[src/rtl/lor_pkg.sv]
package lor_pkg;
  typedef enum logic [2:0] {
    SLOT_NONE = 3'd0,
    SLOT_S1   = 3'd1,
    SLOT_K1   = 3'd2,
    SLOT_K2   = 3'd3,
    SLOT_M0   = 3'd4,
    SLOT_M1   = 3'd5
  } slot_e;

  localparam int unsigned BYTE_W = 8;
  localparam int unsigned APS_W  = 13;
endpackage

[src/rtl/lor_toac_rx.sv]
module lor_toac_rx
  import lor_pkg::*;
(
  input  logic              clk_i,
  input  logic              rst_ni,
  input  logic              toac_valid_i,
  input  logic [BYTE_W-1:0] toac_byte_i,
  input  logic              toac_par_i,
  input  logic              par_even_i,
  input  logic              par_mask_i,
  input  logic              par_clr_i,
  output logic [BYTE_W-1:0] toac_q_o,
  output logic              par_err_o,
  output logic              irq_o
);
  logic par_fail;
  logic sts_q;

  // odd parity wants an odd 9-bit XOR, even parity an even one
  assign par_fail = toac_valid_i && ((^{toac_byte_i, toac_par_i}) == par_even_i);

  always_ff @(posedge clk_i or negedge rst_ni) begin
    if (!rst_ni) begin
      toac_q_o <= '0;
      sts_q    <= 1'b0;
    end else begin
      if (toac_valid_i) toac_q_o <= toac_byte_i;
      sts_q <= par_fail | (sts_q & ~par_clr_i);
    end
  end

  assign par_err_o = sts_q;
  assign irq_o     = sts_q & ~par_mask_i;
endmodule

[src/rtl/lor_rei_gen.sv]
module lor_rei_gen
  import lor_pkg::*;
#(
  parameter int unsigned CNT_W = 10
) (
  input  logic              clk_i,
  input  logic              rst_ni,
  input  logic              sts3_i,
  input  logic              prot_sel_i,
  input  logic [CNT_W-1:0]  cnt_loc_i,
  input  logic [CNT_W-1:0]  cnt_prot_i,
  input  logic              errins_en_i,
  input  logic              err_strobe_i,
  input  logic              consume_i,
  output logic [BYTE_W-1:0] rei_o
);
  localparam logic [31:0] MAX_M1 = 32'd255;
  localparam logic [31:0] MAX_M0 = 32'd8;

  logic [CNT_W-1:0]  cnt_sel;
  logic [31:0]       cnt_w;
  logic [BYTE_W-1:0] sat_val;
  logic              pend_q;

  assign cnt_sel = prot_sel_i ? cnt_prot_i : cnt_loc_i;
  assign cnt_w   = 32'(cnt_sel);

  always_comb begin
    if (sts3_i) sat_val = (cnt_w > MAX_M1) ? 8'hFF : cnt_w[BYTE_W-1:0];
    else        sat_val = (cnt_w > MAX_M0) ? 8'd8  : cnt_w[BYTE_W-1:0];
  end

  always_ff @(posedge clk_i or negedge rst_ni) begin
    if (!rst_ni) pend_q <= 1'b0;
    else         pend_q <= err_strobe_i | (pend_q & ~consume_i);
  end

  assign rei_o = errins_en_i ? {7'd0, pend_q} : sat_val;
endmodule

[src/rtl/lor_oh_inserter.sv]
module lor_oh_inserter
  import lor_pkg::*;
#(
  parameter int unsigned CNT_W = 10
) (
  input  logic              clk_i,
  input  logic              rst_ni,
  input  logic              slot_valid_i,
  input  logic [2:0]        slot_i,
  input  logic [7:0]        byte_i,
  input  logic              sts3_i,
  input  logic              fill_ones_i,
  input  logic              host_s1_en_i,
  input  logic [7:0]        host_s1_val_i,
  input  logic              toac_s1_en_i,
  input  logic              aps_en_i,
  input  logic [12:0]       aps_val_i,
  input  logic              rei_inh_i,
  input  logic              rei_errins_en_i,
  input  logic              err_strobe_i,
  input  logic              prot_sel_i,
  input  logic [CNT_W-1:0]  cnt_loc_i,
  input  logic [CNT_W-1:0]  cnt_prot_i,
  input  logic              toac_valid_i,
  input  logic [7:0]        toac_byte_i,
  input  logic              toac_par_i,
  input  logic              par_even_i,
  input  logic              par_mask_i,
  input  logic              par_clr_i,
  output logic [7:0]        byte_o,
  output logic              valid_o,
  output logic              par_err_o,
  output logic              irq_o
);
  slot_e             slot;
  logic [BYTE_W-1:0] fill, toac_q, rei_val, nxt_byte;
  logic              rei_slot, consume;

  assign slot     = slot_e'(slot_i);
  assign fill     = {BYTE_W{fill_ones_i}};
  assign rei_slot = slot_valid_i && (sts3_i ? (slot == SLOT_M1) : (slot == SLOT_M0));
  assign consume  = rei_slot && rei_errins_en_i;

  lor_toac_rx u_toac (
    .clk_i, .rst_ni, .toac_valid_i, .toac_byte_i, .toac_par_i,
    .par_even_i, .par_mask_i, .par_clr_i,
    .toac_q_o (toac_q), .par_err_o, .irq_o
  );

  lor_rei_gen #(.CNT_W(CNT_W)) u_rei (
    .clk_i, .rst_ni, .sts3_i, .prot_sel_i, .cnt_loc_i, .cnt_prot_i,
    .errins_en_i (rei_errins_en_i), .err_strobe_i,
    .consume_i (consume), .rei_o (rei_val)
  );

  always_comb begin
    nxt_byte = byte_i;
    if (slot_valid_i) begin
      unique case (slot)
        SLOT_S1: nxt_byte = host_s1_en_i ? host_s1_val_i :
                            toac_s1_en_i ? toac_q : fill;
        SLOT_K1: nxt_byte = aps_en_i ? aps_val_i[12:5] : fill;
        SLOT_K2: nxt_byte = {(aps_en_i ? aps_val_i[4:0] : fill[7:3]), byte_i[2:0]};
        default: nxt_byte = byte_i;
      endcase
    end
    if (rei_slot && (rei_errins_en_i || !rei_inh_i))
      nxt_byte = sts3_i ? rei_val : {byte_i[7:4], rei_val[3:0]};
  end

  always_ff @(posedge clk_i or negedge rst_ni) begin
    if (!rst_ni) begin
      byte_o  <= '0;
      valid_o <= 1'b0;
    end else begin
      byte_o  <= nxt_byte;
      valid_o <= slot_valid_i;
    end
  end
endmodule

[config.mk]
export PLATFORM = sky130hd
export DESIGN_NAME = lor_oh_inserter
export DESIGN_NICKNAME = d
export VERILOG_FILES = /design/src/rtl/lor_pkg.sv /design/src/rtl/lor_toac_rx.sv /design/src/rtl/lor_rei_gen.sv /design/src/rtl/lor_oh_inserter.sv
export SDC_FILE = /design/constraint.sdc
export NUM_CORES = 1
export LEC_CHECK = 0
export BUFFER_PORTS_ARGS = -buffer_cell sky130_fd_sc_hd__buf_4
export CORE_AREA = 2 2 62 64
export DETAILED_ROUTE_END_ITERATION = 8
export DIE_AREA = 0 0 64 66
export GPL_TIMING_DRIVEN = 0
export PLACE_DENSITY = 0.78
export SYNTH_ARGS = -nofsm -noshare
export SYNTH_HDL_FRONTEND = slang
export SYNTH_SLANG_ARGS = --single-unit
[constraint.sdc]
create_clock -name clk_i -period 1.35 [get_ports clk_i]
set_input_delay 0.0675 -clock clk_i [delete_from_list [all_inputs] [get_ports clk_i]]
set_output_delay 0.0675 -clock clk_i [all_outputs]
set_load 0.02 [all_outputs]
# [Word level (Yosys, flattened, before mapping)]
# Index checks and enable logic that the tools add are counted.
[op_classes] n_eq_ne=6 reduce_logical=7 n_bitwise=8 mux=14 magnitude_cmp=2
[op_table] operator="two-way mux 8 bit" count=10
[op_table] operator="case mux 8 bit (3 select lines)" count=1
[op_table] operator="> comparator 10 x 4 -> 1 bit, second input constant" count=1
[op_table] operator="> comparator 10 x 8 -> 1 bit, second input constant" count=1
[op_table] operator="two-way mux 10 bit" count=1
[op_table] operator="parity 9 bit" count=1
[op_table] operator="== test 3 x 2 -> 1 bit, second input constant" count=2
[op_table] operator="== test 3 bit, second input constant" count=2
[op_table] operator="two-way mux 5 bit" count=1
[op_table] operator="logical AND 1 bit" count=4
[op_table] operator="AND 1 bit" count=3
[op_table] operator="== test 3 x 1 -> 1 bit, second input constant" count=1
[op_table] operator="inverter 1 bit" count=3
[op_table] operator="bitwise OR 1 bit" count=2
[op_table] operator="== test 1 bit" count=1
[op_table] operator="logical NOT 1 bit" count=1
[op_table] operator="logical OR 1 bit" count=1
[op_table] operator="two-way mux 1 bit" count=1
[totals] input_bits=77 register_bits=19

# [Logic depth before layout (Yosys ltp)]
# Gate-level depths: netlist of the first run.
[logic_depth] depth_word=7 mapped_depth=6 ltp_nobuf=5

# [Cells and area by module]
# Synthesis of the first run repeated with hierarchy kept, for this count alone.
[unflattened] hier_cells=167 area_unflattened_um2=1549.0
[modules_own_cells] mod="lor_oh_inserter" seq_area_each_um2=225.2 area_each_um2=859.6 n_inst=1 cells_each=102
[modules_own_cells] mod="lor_toac_rx" seq_area_each_um2=225.2 area_each_um2=422.9 n_inst=1 cells_each=29
[modules_own_cells] mod="lor_rei_gen" seq_area_each_um2=25.0 area_each_um2=266.5 n_inst=1 cells_each=36

# [Least setup slack after synthesis of the first run]
# OpenSTA, ideal clock, no wires.
[synth_path] path_type="in2reg" startpoint="in prot_sel_i" endpoint="reg byte_o[2]" path_slack_ps=-33 setup_ps=82 stages=5 t_required_ps=1268 t_arrival_ps=1301 cell_sequence="or4_4 > o22ai_2 > a21oi_1 > or3_4 > o22ai_1"
[synth_between] elab_chain_len=7 word_cells_on_any_way=9 cone_classes="order compare (2); mux (7)"
[synth_lines] element="from (decl)" line_no="lor_oh_inserter.sv:21" rtl="input logic prot_sel_i,"
[synth_lines] element="two-way mux 10 bit *" line_no="lor_rei_gen.sv:25" rtl="assign cnt_sel = prot_sel_i ? cnt_prot_i : cnt_loc_i;"
[synth_lines] element="> comparator 10 x 4 -> 1 bit or > comparator 10 x 8 -> 1 bit (tied branches)" line_no="lor_rei_gen.sv:30, lor_rei_gen.sv:29"
[synth_lines] element="two-way mux 8 bit (on tied branches)" line_no="lor_rei_gen.sv:30, lor_rei_gen.sv:29"
[synth_lines] element="two-way mux 8 bit *" line_no="lor_rei_gen.sv:29" rtl="if (sts3_i) sat_val = (cnt_w > MAX_M1) ? 8'hFF : cnt_w[BYTE_W-1:0];"
[synth_lines] element="two-way mux 8 bit *" line_no="lor_rei_gen.sv:38" rtl="assign rei_o = errins_en_i ? {7'd0, pend_q} : sat_val;"
[synth_lines] element="two-way mux 8 bit *" line_no="lor_oh_inserter.sv:68" rtl="nxt_byte = sts3_i ? rei_val : {byte_i[7:4], rei_val[3:0]};"
[synth_lines] element="two-way mux 8 bit *" line_no="lor_oh_inserter.sv:67" rtl="if (rei_slot && (rei_errins_en_i || !rei_inh_i))"
[synth_lines] element="named net nxt_byte[2]" line_no="lor_oh_inserter.sv:36" rtl="logic [BYTE_W-1:0] fill, toac_q, rei_val, nxt_byte;"
[synth_lines] element="to (signal assigned)" line_no="lor_oh_inserter.sv:76" rtl="byte_o <= nxt_byte;"
[synth_lines] element="to (decl)" line_no="lor_oh_inserter.sv:30" rtl="output logic [7:0] byte_o,"
# Mark *: on every way through the listed nets, which the timed path passes. The rest lies on a longest branch.
# A chain may end at the register's enable or synchronous reset.

# [Final worst setup path of the first run]
[layout_path] startpoint="in prot_sel_i" endpoint="reg byte_o[1]"
# Same word-level chain as after synthesis.

==> out/metrics.cfg, run 1 <==
[critical_path]
crit_slowest_cell = or4_4
arrival_ps = 1520
r2r_setup_slack_ps = 130
critPathBufInv = 1
setup.worst_path.class = in2reg
crit_path_start_kind = primary input
critical_path.cell_chain = buf_4 -> or4_4 -> o22ai_2 -> a21oi_1 -> or3_4 -> o22ai_1
critical-path-max-stage-delay_ps = 530
worst-path-max-fanout = 6
timing.critical_path.required_ps = 1580
path_delay_family = simple AND/OR/NAND/NOR gates
timing.critical_path.from = prot_sel_i
critPathCaptureType = register
critical_path.reg2reg.startpoint = u_toac.toac_q_o[0]$_DFFE_PN0P_

[routing]
wire_per_inst_um = 14.3
num_vias = 1572
drt_first_iter_violations = 71
wirelength_routed_um = 4190
final_antenna_net_count = 0
first_pass_detailed_route_iteration_total = 4
post-route-drc-count = 0
routed_via_density = 5.37

[global_route]
all_layer_global_routing_usage_pct = 19.6
grt_antenna_before_repair = 0
gr-total-overflow = 0
global_route.peak_usage_layer = met2
grt_pass1_vias = 1463
largest_net_degree_at_the_start_of_global_routing = 20
groute.layer.met3.usage_pct = 3.24
grt_pass1_wl_um = 6490
grtUsageMet2_pct = 32.7
use_met1_pct = 24.9

[finish]
areaGrowthSynthToFinish_pct = 53.1
finish.cell_count_without_fillers = 293
layout.nets = 323
n_antenna_cell = 0
final_layout_size_suffix_gt1_share_pct = 48.2

[die]
initial_utilization_pct = 42.1
placement_rows = 22
core_area_um2 = 3550
fp.dieArea_um2 = 4220
pin_count = 88
fp.dieH_um = 66
die-width_um = 64

[logic_synthesis]
yosys_most_used_dff = dfrtp_1
postSynthRegisterBits = 19
synth-async-reset-ratio_pct = 100
yosys.area.top_type_share_pct = 31.8
post_syn_area_per_cell_um2 = 9.76
synth_cell_types = 42
synthTopCellsByArea = dfrtp_1 32%, mux2i_1 7.4%, mux2_2 6.0%
synth_seq_area_share_pct = 31.8
synthDominantAreaCellType = dfrtp_1
synth_enable_flop_cells = 0
syn-instance-count = 153
synthesis.nets = 230
yosys_warnings = 0
synth.cell_area_um2 = 1490

[clocking]
ctsRootBufferMaster = clkbuf_4
clk_pin_slew_worst_paths_ps = 110
clkSinkCount = 19
numCtsBuffers = 3
cts_htree_levels = 1
clock_latency_on_the_worst_skew_pair_ps = 300
cts.repair_timing.setup_buffer_count = 0
cts_tree = built
ctsLongestPathBuffers = 2

[sta]
final.period_utilization_pct = 96.2
max_clock_skew_ps = 2.98
min_period_ps = 1300
fmax_ghz = 0.770
report.final.hold_viol_count = 0
rsz0062_at_grt = false
worst_slew_pin_slew_ps = 513
timing_max_transition_violations_final = 0
postLayoutSetupSlackWorst_ps = 50.9
timing.max_slew.rel_slack_pct = 65.6
setup_violations = 0

[power_and_ir_drop]
power.ir.vdd_worst_mv = 0.493
power.total_mw = 1.61
cellPowerDensity_nw_per_um2 = 705
leakagePower_nw = 1.01

[job]
max_cap_viol_count = 0

[placed_design]
place_worst_setup_slack_ps = -260
port-buffer-count = 83
hpwl_um = 3350
dp.cells = 284
replace_congestion = 0.767

[hold_path]
min-delay-start = toac_byte_i[1]
holdCritPathClass = in2reg

[outcome]
run_status = finished, final reports clean

[per-stage QoR]
step / setup TNS [ps] / hold WS [ps] / area, um^2 / util [%]
6_report: 0 / 12.9 / 2290 / 64.4
5_1_grt: 0 / 4.97 / 2290 / 64.4
4_1_cts: 0 / 10.8 / 2240 / 63.2
3_5_place_dp: -1440 / -40.0 / 2180 / 61.3
3_3_place_gp: -1460 / -45.7 / 2180 / 61.3
2_1_floorplan: -65.9 / -228 / 1490 / -
[worst reg2reg max path, cell delays in order (launching register included)]
cell,delay (ps)
dfrtp_1,410
a211oi_2,230
o22ai_1,130
a221oi_2,230
o22ai_1,120
[where the power goes]
| part | internal (mW) | switching [mW] |
|---|---|---|
| logic | 0.364 | 0.298 |
| registers | 0.629 | 0.0279 |
| clock network | 0.115 | 0.178 |
[logic make-up (layout without fill, tap and decap cells)]
kind of cell,after synthesis,count (layout),share of synthesized area (%)
compound gates,61,61,30.0
simple gates,31,31,13.6
mux,19,19,13.4
flops,19,19,31.8
buf+inv,12,104,4.77
xor+xnor,11,11,6.45
[layout by cell type, fill, tap and decap left out, types with 4 or more instances in the layout]
master and instances:
o22ai_1 8, a21oi_1 16, dlygate4sd3_1 5, mux2i_1 11, dfrtp_1 19, xnor2_1 9
nor2_1 4, a211o_1 4, inv_1 5, o221a_2 4, clkbuf_1 4, buf_4 84
mux2_2 8, nand2_1 9, o21ai_0 9
[synth_stat cells (2+ instances only)]
library cell	instances
dfrtp_1	19
buf_6	3
xor2_1	2
a22oi_1	3
o22ai_1	8
a211oi_1	5
o221a_2	4
xnor2_1	9
o21ai_0	9
a221oi_1	2
nor2b_1	2
nand2_1	9
mux2_2	8
a21boi_0	2
o221ai_1	2
inv_1	5
a21oi_1	16
and2b_2	2
mux2i_1	11
a211o_1	4
clkbuf_1	3
nor3_1	2
nor2_1	4
[path summary, 6_finish.rpt]
check	to	cells past startpoint
max	byte_o[1]$_DFF_PN0_	6
min	u_toac.toac_q_o[1]$_DFFE_PN0P_	2
max reg2reg	byte_o[0]$_DFF_PN0_	4
min reg2reg	u_rei.pend_q$_DFF_PN0_	1
max in group asynchronous	u_toac.par_err_o$_DFF_PN0_	2
min in group asynchronous	byte_o[7]$_DFF_PN0_	2
[state kept, by name, summed over array words and instances, names as in the netlist]
| signal | flops |
|---|---|
| u_rei.pend_q | 1 |
| valid_o | 1 |
| u_toac.par_err_o | 1 |
| byte_o | 8 |
| u_toac.toac_q_o | 8 |
[routing by layer]
metal | share of wire, % | up-vias
li1 | - | 775
met1 | 41 | 737
met2 | 51 | 54
met3 | 6.1 | 6
met4 | 1.3 | 0
met5 | 0 | -
[layout make-up]
cell class | count | area [um^2]
Buffer | 7 | 52.6
Clock buffer | 4 | 26.3
Fill cell | 295 | 1260
Inverter | 5 | 18.8
Multi-Input combinational cell | 122 | 981
Sequential cell | 19 | 475
Tap cell | 48 | 60.1
Timing Repair Buffer | 88 | 673
[what timing repair did]
action | CTS | global route
hold buffers | 4 | 1
resized for setup | 0 | 5
hold endpoints to repair | 22 | 1
setup endpoints to repair | 0 | 4
No activity file was read; power rests on OpenSTA's default activity.
==> inputs of run 2 (changes only) <==
Settings changed: CORE_AREA 2 2 62 64 to 2 2 59 67, CTS_CLUSTER_SIZE set to 12, DIE_AREA 0 0 64 66 to 0 0 61 69.
==> run 2 against run 1 <==
  * Clock skew shrank 2.4 ps
  * Core utilization rose by 1.6 points
  * Via count shrank 0.38%
  * Clock power increased by 39%
  * Highest routed layer unchanged
  * Sequential share of layout area is 0.43 points lower
  * Sequential power about the same
  * Final area rose by 2.1%
==> out/metrics.cfg, run 2 (synthesis gave the netlist of run 1 again) <==
[finish]
final_layout_size_suffix_gt1_share_pct = 50.6  ; was 48.2%
ff_latch_area_um2 = 475  ; unchanged
multi_input_comb_area_um2 = 1010  ; was 981 um^2
final_core_utilization_pct = 66.0  ; was 64.4%
largest_registers = byte_o (8), u_toac.toac_q_o (8)  ; unchanged
areaGrowthSynthToFinish_pct = 56.4  ; was 53.1%
highest_count_cells_in_the_layout_ignoring_fill_and_taps = 84 x buf_4, 19 x dfrtp_1, 15 x a21oi_1  ; was 84 x buf_4, 19 x dfrtp_1, 16 x a21oi_1
nFillCells = 315  ; was 295
layout.cells.most_common = buf_4  ; unchanged
layout.nets = 323  ; unchanged
n_antenna_cell = 0  ; unchanged

[global_route]
largest_net_degree_at_the_start_of_global_routing = 20  ; unchanged
grt_pass1_wl_um = 6620  ; was 6490 um
gr-total-overflow = 0  ; unchanged
grt_antenna_before_repair = 0  ; unchanged
all_layer_global_routing_usage_pct = 20.0  ; was 19.6%
grt_pass1_vias = 1648  ; was 1463

[power_and_ir_drop]
power.total_mw = 1.74  ; was 1.61 mW
p_comb_share_pct = 38.9  ; was 41.1%
power_report.internal_total_mw = 1.20  ; was 1.11 mW
power.sequential.fraction_pct = 37.7  ; was 40.7%
power.net_switching_mw = 0.534  ; was 0.504 mW
netSwitchingFraction_pct = 30.8  ; was 31.3%
cellPowerDensity_nw_per_um2 = 743  ; was 705 nW/um^2
leakagePower_nw = 1.03  ; was 1.01 nW
power.ir.vdd_worst_mv = 0.479  ; was 0.493 mV
clockPowerShare_pct = 23.3  ; was 18.2%

[job]
max_cap_viol_count = 0  ; unchanged

[routing]
num_vias = 1566  ; was 1572
final_antenna_net_count = 0  ; unchanged
top_layer_used = met4  ; unchanged
dr_wl_met3_um = 379  ; was 257 um
wirelength_routed_um = 4120  ; was 4190 um
drt_first_iter_violations = 37  ; was 71
first_pass_detailed_route_iteration_total = 4  ; unchanged
routed_via_density = 5.31  ; was 5.37
wl_met2_um = 2070  ; was 2150 um
wire_per_inst_um = 14.0  ; was 14.3 um
m1WireLength_um = 1630  ; was 1730 um
post-route-drc-count = 0  ; unchanged

[sta]
final.period_utilization_pct = 98.4  ; was 96.2%
postLayoutSetupSlackWorst_ps = 22.0  ; was 50.9 ps
worst_slew_pin_slew_ps = 481  ; was 513 ps
hold-worst-slack_ps = 50.4  ; was 12.9 ps
max_clock_skew_ps = 0.634  ; was 2.98 ps
rsz0062_at_grt = false  ; unchanged
timing_max_transition_violations_final = 0  ; unchanged
timing.max_slew.rel_slack_pct = 67.8  ; was 65.6%
setup_violations = 0  ; unchanged
fmax_ghz = 0.753  ; was 0.770 GHz
min_period_ps = 1330  ; was 1300 ps
report.final.hold_viol_count = 0  ; unchanged

[placed_design]
place_worst_setup_slack_ps = -293  ; was -260 ps
hpwl_um = 3350  ; about the same
port-buffer-count = 83  ; unchanged
replace_congestion = 0.852  ; was 0.767

[critical_path]
setup.worst_path.class = in2reg  ; unchanged
critical_path.reg2reg.startpoint = u_toac.toac_q_o[0]$_DFFE_PN0P_  ; unchanged
worst-path-max-fanout = 6  ; unchanged
critPathCaptureType = register  ; unchanged
r2r_setup_slack_ps = 110  ; was 130 ps
crit-reg2reg-capture = byte_o[0]$_DFF_PN0_  ; unchanged
timing.critical_path.from = prot_sel_i  ; unchanged
crit_path_start_kind = primary input  ; unchanged
timing.critical_path.required_ps = 1540  ; was 1580 ps
arrival_ps = 1510  ; was 1520 ps
timing.reg2reg.worst_path_depth = 4  ; unchanged

[clocking]
ctsRootBufferMaster = clkbuf_8  ; was clkbuf_4
clock_latency_on_the_worst_skew_pair_ps = 260  ; was 300 ps
clk_pin_slew_worst_paths_ps = 70  ; was 110 ps
cts_htree_levels = 1  ; unchanged
clkSinkCount = 19  ; unchanged
cts_tree = built  ; unchanged
numCtsBuffers = 3  ; unchanged
ctsLongestPathBuffers = 2  ; unchanged

[hold_path]
holdCritPathClass = in2reg  ; unchanged
timing.hold.worst_path_depth = 2  ; unchanged
timing.hold.worst_endpoint = u_toac.toac_q_o[0]$_DFFE_PN0P_  ; was u_toac.toac_q_o[1]$_DFFE_PN0P_
min-delay-start = toac_byte_i[0]  ; was toac_byte_i[1]

[die]
placement_rows = 23  ; was 22
die-width_um = 61  ; was 64 um
fp.dieArea_um2 = 4210  ; was 4220 um^2
core_area_um2 = 3540  ; was 3550 um^2
initial_utilization_pct = 42.2  ; was 42.1%
pin_count = 88  ; unchanged
fp.dieH_um = 69  ; was 66 um

[outcome]
run_status = finished, final reports clean  ; unchanged

## run 2: cell count changes in the layout (fill, tap and decap cells not counted), sizes merged
cell,before,now
buf,87,88
clkbuf,7,6
clkinv,0,1
dlygate4sd3,5,4
## run 2: per-layer routing
layer | vias to the layer above | global-route usage [%]
met5 | - | 0
met4 | 0 | 5.07
met3 | 5 | 5.25
met2 | 69 | 36.4
met1 | 721 | 22.0
li1 | 771 | -
## run 2: critical path, cell delays in order
cell and delay, ps:
buf_6 110, or4_4 540, o22ai_4 200, a21oi_2 80
or3_4 360, o22ai_2 170
## run 2: worst max path at each step
stage               depth (start not counted)  slack [ps]                   to
floorplan                                   5         -30  byte_o[2]$_DFF_PN0_
global placement                            6        -280  byte_o[2]$_DFF_PN0_
detailed placement                          6        -290  byte_o[2]$_DFF_PN0_
CTS                                         6           2  byte_o[1]$_DFF_PN0_
global route                                6           4  byte_o[1]$_DFF_PN0_
finish                                      6          20  byte_o[1]$_DFF_PN0_
## run 2: power groups by stage
stage	clock (mW)	sequential, mW	combinational (mW)
2_1_floorplan	0	0.708	0.288
3_3_place_gp	0	0.663	0.636
3_5_place_dp	0	0.666	0.645
4_1_cts	0.414	0.655	0.668
5_1_grt	0.441	0.662	0.730
6_report	0.406	0.655	0.676
## run 2: timing repair
item | 4_1_cts | 5_1_grt
hold buffers | 4 | 0
hold endpoints to repair | 22 | 0
setup buffers | 0 | 1
gates cloned | 0 | 0
gates resized for setup | 5 | 6
endpoints found under the setup margin | 3 | 7
pin swaps | 1 | 1
## run 2: final cells by class
class | instances | share of cell area (%)
multi-input combinational | 122 | 43.1
timing repair buffer | 88 | 28.9
sequential | 19 | 20.4
tap | 50 | 2.68
buffer | 7 | 2.25
clock buffer | 3 | 1.77
inverter | 5 | 0.803
clock inverter | 1 | 0.214
## run 2: per-stage QoR
step | cells | TNS, ps | instance area (um^2)
5_1_grt | 295 | 0 | 2340
2_1_floorplan | 153 | -65.9 | 1490
3_3_place_gp | 286 | -1510 | 2180
3_5_place_dp | 286 | -1660 | 2180
4_1_cts | 294 | 0 | 2300
6_report | 295 | 0 | 2340
==> inputs of run 3 (changes only) <==
Settings changed: SETUP_SLACK_MARGIN set to 0.4.
==> run 3 against run 2 <==
  * Final area is 7.4% higher
  * Fmax is 2.8% higher
  * Register-to-register slack hardly changed
  * Critical path type unchanged
  * Critical endpoint unchanged
  * Largest cell class unchanged
==> out/metrics.cfg, run 3 (synthesis gave the netlist of run 1 again) <==
[hold_path]
timing.hold.worst_path_depth = 2  ; unchanged
min-delay-start = toac_byte_i[2]  ; was toac_byte_i[0]
holdCritPathClass = in2reg  ; unchanged
timing.hold.worst_endpoint = u_toac.toac_q_o[2]$_DFFE_PN0P_  ; was u_toac.toac_q_o[0]$_DFFE_PN0P_

[placed_design]
hpwl_um = 3410  ; was 3350 um
post_dp_cell_area_um2 = 2210  ; was 2180 um^2
replace_congestion = 0.769  ; was 0.852
port-buffer-count = 83  ; unchanged

[global_route]
grt_pass1_vias = 1610  ; was 1648
gr-total-overflow = 0  ; unchanged
largest_net_degree_at_the_start_of_global_routing = 20  ; unchanged
grt_antenna_before_repair = 0  ; unchanged
grt_pass1_wl_um = 6870  ; was 6620 um
all_layer_global_routing_usage_pct = 20.7  ; was 20.0%

[critical_path]
critical-path-max-stage-delay_ps = 540  ; about the same
timing.critical_path.required_ps = 1540  ; about the same
critPathCaptureType = register  ; unchanged
critical_path.cell_chain = buf_8 -> or4_4 -> o22ai_4 -> a21oi_2 -> or3_4 -> o22ai_1  ; was buf_6 -> or4_4 -> o22ai_4 -> a21oi_2 -> or3_4 -> o22ai_2
path_delay_family = simple AND/OR/NAND/NOR gates  ; unchanged
r2r_setup_slack_ps = 110  ; about the same
timing.reg2reg.worst_path_depth = 4  ; unchanged
critical_path.reg2reg.startpoint = u_toac.toac_q_o[2]$_DFFE_PN0P_  ; was u_toac.toac_q_o[0]$_DFFE_PN0P_
setup.worst_path.class = in2reg  ; unchanged
critPathBufInv = 1  ; unchanged
crit_slowest_cell = or4_4  ; unchanged
arrival_ps = 1480  ; was 1510 ps
worst-path-max-fanout = 3  ; was 6
crit_path_start_kind = primary input  ; unchanged
crit-reg2reg-capture = byte_o[2]$_DFF_PN0_  ; was byte_o[0]$_DFF_PN0_

[finish]
layout.cells.most_common = buf_4  ; unchanged
n_antenna_cell = 0  ; unchanged
largest_registers = byte_o (8), u_toac.toac_q_o (8)  ; unchanged
highest_count_cells_in_the_layout_ignoring_fill_and_taps = 92 x buf_4, 19 x dfrtp_1, 12 x a21oi_1  ; was 84 x buf_4, 19 x dfrtp_1, 15 x a21oi_1
final_area_um2 = 2510  ; was 2340 um^2
multi_input_comb_area_um2 = 1060  ; was 1010 um^2
ff_latch_area_um2 = 475  ; unchanged
nFillCells = 300  ; was 315
layout.nets = 335  ; was 323
final_layout_size_suffix_gt1_share_pct = 57.2  ; was 50.6%
areaGrowthSynthToFinish_pct = 67.9  ; was 56.4%

[die]
pin_count = 88  ; unchanged
fp.dieArea_um2 = 4210  ; unchanged
core_area_um2 = 3540  ; unchanged
initial_utilization_pct = 42.2  ; unchanged
die-width_um = 61  ; unchanged
fp.dieH_um = 69  ; unchanged
placement_rows = 23  ; unchanged

[clocking]
ctsRootBufferMaster = clkbuf_8  ; unchanged
cts_htree_levels = 1  ; unchanged
cts_tree = built  ; unchanged
ctsLongestPathBuffers = 2  ; unchanged
numCtsBuffers = 3  ; unchanged
clock_latency_on_the_worst_skew_pair_ps = 260  ; about the same
clk_pin_slew_worst_paths_ps = 70  ; about the same
clkSinkCount = 19  ; unchanged

[sta]
rsz0062_at_grt = true  ; was false
hold-worst-slack_ps = 52.7  ; was 50.4 ps
timing_max_transition_violations_final = 0  ; unchanged
report.final.hold_viol_count = 0  ; unchanged
timing.max_slew.rel_slack_pct = 70.1  ; was 67.8%
worst_slew_pin_slew_ps = 449  ; was 481 ps
setup_total_negative_slack_ps = 0  ; unchanged
fmax_ghz = 0.774  ; was 0.753 GHz
max_clock_skew_ps = 0.590  ; was 0.634 ps
setup_violations = 0  ; unchanged
min_period_ps = 1290  ; was 1330 ps
final.period_utilization_pct = 95.7  ; was 98.4%

[routing]
num_vias = 1641  ; was 1566
final_antenna_net_count = 0  ; unchanged
routed_via_density = 5.35  ; was 5.31
post-route-drc-count = 0  ; unchanged
m1WireLength_um = 1680  ; was 1630 um
drt_first_iter_violations = 54  ; was 37
top_layer_used = met4  ; unchanged
first_pass_detailed_route_iteration_total = 4  ; unchanged
wirelength_routed_um = 4620  ; was 4120 um
wire_per_inst_um = 15.0  ; was 14.0 um
dr_wl_met3_um = 376  ; was 379 um
wl_met2_um = 2520  ; was 2070 um

[outcome]
run_status = finished, final reports clean  ; unchanged

[power_and_ir_drop]
leakagePower_nw = 1.11  ; was 1.03 nW
cellPowerDensity_nw_per_um2 = 740  ; was 743 nW/um^2
power.ir.vdd_worst_mv = 0.623  ; was 0.479 mV
power.total_mw = 1.86  ; was 1.74 mW

[job]
max_cap_viol_count = 0  ; unchanged

==> run 3: final cells by class <==
class	instances	area share, %
plain buffers	7	2.14
clock buffers	3	1.65
clock inverters	1	0.200
inverters	5	0.748
multi-input cells	122	42.2
flip-flops and latches	19	19.0
well taps	50	2.49
repair buffers	100	31.6
==> run 3: stage by stage <==
stage               utilization, %  std cells  worst slack (ps)
floorplan                        -        153             -32.7
global placement              62.4        286              -239
detailed placement            62.4        286              -262
CTS                           66.4        297              47.1
global route                  70.9        307              13.8
finish                        70.9        307              57.6
==> run 3: worst register-to-register path, stage by stage, from the launching register on <==
cell and delay (ps):
dfrtp_1 400, a211oi_2 220, o22ai_1 120, a22oi_1 260
o22ai_2 110
==> run 3: worst max path at each step <==
stage	to	cells past startpoint	slack (ps)	start
finish	byte_o[1]$_DFF_PN0_	6	60	prot_sel_i
global route	byte_o[2]$_DFF_PN0_	6	10	prot_sel_i
CTS	byte_o[0]$_DFF_PN0_	4	50	u_toac.toac_q_o[0]$_DFFE_PN0P_
detailed placement	byte_o[1]$_DFF_PN0_	6	-260	prot_sel_i
global placement	byte_o[1]$_DFF_PN0_	6	-240	prot_sel_i
floorplan	byte_o[2]$_DFF_PN0_	5	-30	prot_sel_i
==> run 3: layer usage <==
layer  vias to the layer above  global-route usage, %
li1                        795                      -
met1                       768                   23.4
met2                        71                   38.1
met3                         7                   4.50
met5                         -                      0
met4                         0                   3.86
==> run 3: what timing repair did <==
| item | 4_1_cts | 5_1_grt |
|---|---|---|
| gates resized for setup | 7 | 19 |
| endpoints found under the setup margin | 9 | 9 |
| setup buffers | 3 | 10 |
| pin swaps | 2 | 12 |
| hold buffers | 4 | 0 |
| hold endpoints to repair | 22 | 0 |
==> run 3: power by group <==
group          internal, mW  switching [mW]  total (mW)  leakage, nW
registers             0.629          0.0310       0.660        0.221
logic                 0.443           0.346       0.789        0.868
clock network         0.206           0.202       0.407       0.0255
total                  1.28           0.579        1.86         1.11
